==> config.mk <==
export PLATFORM = sky130hd
export DESIGN_NAME = rtc_irq_merge
export DESIGN_NICKNAME = d
export VERILOG_FILES = /design/src/rtl/rtc_irq_pkg.sv /design/src/rtl/rtc_irq_rate_div.sv /design/src/rtl/rtc_irq_flags.sv /design/src/rtl/rtc_irq_merge.sv
export SDC_FILE = /design/constraint.sdc
export NUM_CORES = 1
export LEC_CHECK = 0
export BUFFER_PORTS_ARGS = -buffer_cell sky130_fd_sc_hd__buf_2
export CORE_MARGIN = 2
export CORE_UTILIZATION = 45
export DETAILED_ROUTE_END_ITERATION = 10
export GPL_ROUTABILITY_DRIVEN = 1
export PLACE_DENSITY = 0.69
export SYNTH_ARGS = -nofsm -noshare
export SYNTH_HDL_FRONTEND = slang
export SYNTH_SLANG_ARGS = --single-unit
==> constraint.sdc <==
create_clock -name clk -period 3.22 [get_ports clk]
set_clock_uncertainty 0.05 [all_clocks]
set_input_delay 0.644 -clock clk [delete_from_list [all_inputs] [get_ports clk]]
set_output_delay 0.644 -clock clk [all_outputs]
set_load 0.01 [all_outputs]
==> src/rtl/rtc_irq_pkg.sv <==
package rtc_irq_pkg;
  localparam int NSRC     = 3;
  localparam int FLAG_LSB = 4;
  localparam int SUM_BIT  = 7;

  localparam int SRC_UPD   = 0;
  localparam int SRC_ALARM = 1;
  localparam int SRC_PER   = 2;

  typedef enum logic [1:0] {
    REG_RATE = 2'd0,
    REG_ENA  = 2'd1,
    REG_FLAG = 2'd2,
    REG_NONE = 2'd3
  } reg_sel_e;
endpackage

==> src/rtl/rtc_irq_rate_div.sv <==
module rtc_irq_rate_div #(
  parameter int RS_W = 4
) (
  input  logic            clk,
  input  logic            rst_n,
  input  logic            restart,
  input  logic            tick,
  input  logic [RS_W-1:0] rate,
  output logic            per_evt
);
  localparam int CNT_W = (1 << RS_W) - 2;

  function automatic logic [RS_W-1:0] shift_of(input logic [RS_W-1:0] rs);
    if (rs < RS_W'(3)) return '0;
    return rs - RS_W'(1);
  endfunction

  logic [CNT_W-1:0] cnt_q;
  logic [CNT_W-1:0] mask;
  logic [RS_W-1:0]  k;
  logic             rate_on;

  always_comb begin
    k       = shift_of(rate);
    rate_on = (k != '0);
    mask    = ~({CNT_W{1'b1}} << k);
  end

  assign per_evt = tick && rate_on && ((cnt_q & mask) == mask);

  always_ff @(posedge clk or negedge rst_n) begin
    if (!rst_n)       cnt_q <= '0;
    else if (restart) cnt_q <= '0;
    else if (tick)    cnt_q <= cnt_q + 1'b1;
  end

  assert_silent_codes_R3: assert property (@(posedge clk) disable iff (!rst_n)
    (rate < RS_W'(3)) |-> !per_evt);

  assert_needs_tick_R4: assert property (@(posedge clk) disable iff (!rst_n)
    per_evt |-> tick);
endmodule

==> src/rtl/rtc_irq_flags.sv <==
module rtc_irq_flags #(
  parameter int NSRC = 3
) (
  input  logic            clk,
  input  logic            rst_n,
  input  logic [NSRC-1:0] evt,
  input  logic            clr,
  input  logic [NSRC-1:0] ena,
  output logic [NSRC-1:0] flags,
  output logic            irq
);
  logic [NSRC-1:0] flag_q;

  for (genvar i = 0; i < NSRC; i++) begin : g_src
    always_ff @(posedge clk or negedge rst_n) begin
      if (!rst_n)      flag_q[i] <= 1'b0;
      else if (evt[i]) flag_q[i] <= 1'b1;
      else if (clr)    flag_q[i] <= 1'b0;
    end
  end

  assign flags = flag_q;
  assign irq   = |(flag_q & ena);

  assert_evt_latched_R6: assert property (@(posedge clk) disable iff (!rst_n)
    (|evt) |=> ((flag_q & $past(evt)) == $past(evt)));

  assert_read_clears_R8: assert property (@(posedge clk) disable iff (!rst_n)
    (clr && (evt == '0)) |=> (flag_q == '0));

  assert_collision_kept_R9: assert property (@(posedge clk) disable iff (!rst_n)
    (clr && (|evt)) |=> (flag_q == $past(evt)));
endmodule

==> src/rtl/rtc_irq_merge.sv <==
module rtc_irq_merge
  import rtc_irq_pkg::*;
#(
  parameter int RS_W   = 4,
  parameter int DATA_W = 8
) (
  input  logic              clk,
  input  logic              rst_n,
  input  logic              bus_wr,
  input  logic              bus_rd,
  input  logic [1:0]        bus_addr,
  input  logic [DATA_W-1:0] bus_wdata,
  output logic [DATA_W-1:0] bus_rdata,
  input  logic              base_tick,
  input  logic              upd_done,
  input  logic              alarm_hit,
  output logic              irq
);
  reg_sel_e        sel;
  logic [RS_W-1:0] rate_q;
  logic [NSRC-1:0] ena_q;
  logic [NSRC-1:0] evt_vec;
  logic [NSRC-1:0] flags;
  logic            per_evt;
  logic            rate_wr;
  logic            ena_wr;
  logic            flag_rd;

  assign sel     = reg_sel_e'(bus_addr);
  assign rate_wr = bus_wr && (sel == REG_RATE);
  assign ena_wr  = bus_wr && (sel == REG_ENA);
  assign flag_rd = bus_rd && (sel == REG_FLAG);

  always_ff @(posedge clk or negedge rst_n) begin
    if (!rst_n) begin
      rate_q <= '0;
      ena_q  <= '0;
    end else begin
      if (rate_wr) rate_q <= bus_wdata[RS_W-1:0];
      if (ena_wr)  ena_q  <= bus_wdata[FLAG_LSB +: NSRC];
    end
  end

  rtc_irq_rate_div #(.RS_W(RS_W)) u_div (
    .clk     (clk),
    .rst_n   (rst_n),
    .restart (rate_wr),
    .tick    (base_tick),
    .rate    (rate_q),
    .per_evt (per_evt)
  );

  always_comb begin
    evt_vec            = '0;
    evt_vec[SRC_UPD]   = upd_done;
    evt_vec[SRC_ALARM] = alarm_hit;
    evt_vec[SRC_PER]   = per_evt;
  end

  rtc_irq_flags #(.NSRC(NSRC)) u_flags (
    .clk   (clk),
    .rst_n (rst_n),
    .evt   (evt_vec),
    .clr   (flag_rd),
    .ena   (ena_q),
    .flags (flags),
    .irq   (irq)
  );

  always_comb begin
    bus_rdata = '0;
    case (sel)
      REG_RATE: bus_rdata[RS_W-1:0] = rate_q;
      REG_ENA:  bus_rdata[FLAG_LSB +: NSRC] = ena_q;
      REG_FLAG: begin
        bus_rdata[FLAG_LSB +: NSRC] = flags;
        bus_rdata[SUM_BIT]          = irq;
      end
      default:  bus_rdata = '0;
    endcase
  end

  assert_irq_cause_R7: assert property (@(posedge clk) disable iff (!rst_n)
    $rose(irq) |-> ($past(|evt_vec) || $past(ena_wr)));

  assert_enable_drop_R10: assert property (@(posedge clk) disable iff (!rst_n)
    (ena_wr && (bus_wdata[FLAG_LSB +: NSRC] == '0)) |=> !irq);
endmodule

==> run summary <==
dominant synthesized flop cell - dfrtp_1
Synth top area share - 41.1%
worst reg2reg path endpoint - u_flags.flags[2]
Root Driver - clkbuf_4
Fin Setup TNS - 0 ns
Hold Path Class - in2async
max_cap viols - 0
Max Clock Freq - 448 MHz
total power draw - 0.000808 W
VDD IR max - 0.236 mV
Worst R2R Start - rate_q[0]
initial drt markers - 74
Overflow after GRT - 0
Max-slew headroom - 64.0%
area of the multi-input gates - 802 um2
Die Span X - 61.0 um
worst-path maximum fanout - 8
H-tree Lvls - 1
reg2reg path depth - 8
CP arrival - 2.41 ns
Worst Setup End Kind - flop
final hold viol count - 0
post-synthesis sequential area ratio - 41.1%
antenna viol nets, final - 0
Reg clk slew, reported paths - 0.12 ns
clock latency on the worst-skew pair - 0.30 ns
PortBufs - 24
CTS tree - yes
number of diodes - 0
CTS Buffer Depth - 2
CTS Hold Bufs - 0
Seq. cell area - 601 um2
Die Ht - 61.0 um
most frequent cell after synthesis - dfrtp_1
final hold slack - 0.252 ns
area leader, netlist - dfrtp_1
Cells after Synth - 155
first-pass GRT wire length - 4610 um
Initial Util - 47.4%
FFs w/ async S/R, synth - 100%
Max Slew Vio Count - 0
Period minus WS final - 2.23 ns
core footprint - 3080 um2
wire length per cell - 12.3 um
gpl congestion - 0.836
Fill cells - 299
GRT Util Overall - 16.5%
Yosys cell types - 41
reg2reg setup slack - 0.99 ns
Synth Cell Area - 1460 um2
PnR worst setup slack - 0.987 ns
top post-synthesis cells by count - 24 x dfrtp_1, 13 x nand2_1, 11 x nor2_1
total CTS buffers - 3
Via-to-Cell Ratio - 5.28
largest net degree at the start of global routing - 25
EDFF count, synth - 0
Least-Margin Pin Slew - 0.539 ns
RSZ-0062 raised after global routing - false
final worst-path cycle share - 69.3%
CTS sink cnt - 24
share of layout cells above drive strength 1 - 22.3%
dpl ws - 0.995 ns
mean post-synth cell area - 9.42 um2
area delta synth->final - 12.4%
warnings from Yosys - 0
antenna violations before repair - 0
Synth area leaders - dfrtp_1 41%, ha_1 5.1%, mux2_2 3.9%
cts repair resizes - 0
1st-pass router iterations - 4
total vias in the final route - 1178
status - finished clean
leakage power total - 0.743 nW
crit start category - flop
standard-cell rows - 20
critical path class - reg2reg
die area - 3720 um2
Synth Register Bits - 24
Finish-stage setup viols - 0
Critical Path RT - 3.40 ns
io pins - 26
number of global-route vias before repair - 1073
Final Net Count - 204
drc violations - 0
final WL - 2740 um
syn nets - 178
placed wire-length estimate - 2100 um
setup bufs post-CTS - 0
pwr dens - 492 nW/um2
[kinds of logic (layout without fill, tap and decap cells)]
| group | Yosys count | after routing | share of synthesized area (%) |
|---|---|---|---|
| flops | 24 | 24 | 41.1 |
| buf+inv | 13 | 37 | 3.94 |
| compound gates | 36 | 36 | 17.1 |
| mux | 7 | 7 | 5.48 |
| xor+xnor | 9 | 9 | 5.40 |
| simple gates | 60 | 60 | 21.8 |
| fa+ha+maj | 6 | 6 | 5.14 |
[worst max-delay path: stages, from the launching register on]
cell and delay [ns]:
dfrtp_1 0.49, inv_1 0.09, ha_1 0.41, nand2_1 0.14, o211ai_2 0.26, o22ai_1 0.13, a2111oi_2 0.23, o22ai_1 0.16
o31ai_2 0.18
[per-layer routing]
layer	global-route usage (%)	routed length, um
met1	22.9	1340
met3	2.56	85
met5	0	0
met2	26.4	1280
met4	5.59	31
[through the flow]
step	util, %	cell area (um2)	std cells
2_1_floorplan	-	1460	155
3_3_place_gp	52.6	1620	220
3_5_place_dp	52.6	1620	220
4_1_cts	53.3	1640	223
5_1_grt	53.3	1640	223
6_report	53.3	1640	223
[flip-flops by register name, indices dropped and copies added (netlist names)]
| name | flops |
|---|---|
| ena_q | 3 |
| rate_q | 4 |
| u_flags.flags | 3 |
| u_div.cnt_q | 14 |
[layout by cell type (no fill, tap or decap), types with 6 or more instances in the layout]
| cell | n |
|---|---|
| a21oi_1 | 10 |
| buf_2 | 24 |
| dfrtp_1 | 24 |
| ha_1 | 6 |
| inv_1 | 9 |
| nand2_1 | 13 |
| nor2_1 | 11 |
| nor2b_1 | 7 |
| o21ai_0 | 8 |
| xor2_1 | 6 |
[how the worst max path moves through the flow]
stage / from / endpoint / slack, ns / cells after the start
after floorplan: bus_addr[0] / u_div.cnt_q[9] / 1.27 / 7
after global placement: bus_addr[0] / u_div.cnt_q[9] / 1.01 / 8
after global routing: rate_q[0] / u_flags.flags[2] / 0.75 / 8
final: rate_q[0] / u_flags.flags[2] / 0.99 / 8
after detailed placement: bus_addr[0] / u_div.cnt_q[9] / 1.0 / 8
after CTS: rate_q[0] / u_flags.flags[2] / 0.97 / 8
[cell type report]
cell class / instances / area share, %
clock buffers: 3 / 1.37
inverters: 9 / 2.06
multi-input cells: 118 / 48.9
flip-flops and latches: 24 / 36.6
well taps: 44 / 3.35
repair buffers: 25 / 7.77
[where the power goes]
| group | total (W) | switching (W) | internal (W) | leakage [nW] |
|---|---|---|---|---|
| Combinational | 0.000270 | 0.000144 | 0.000127 | 0.423 |
| Sequential | 0.000411 | 0.0000625 | 0.000348 | 0.307 |
| Clock | 0.000127 | 0.0000833 | 0.0000437 | 0.0138 |
| Total | 0.000808 | 0.000290 | 0.000518 | 0.743 |
Power figures use the tool's default switching activity.
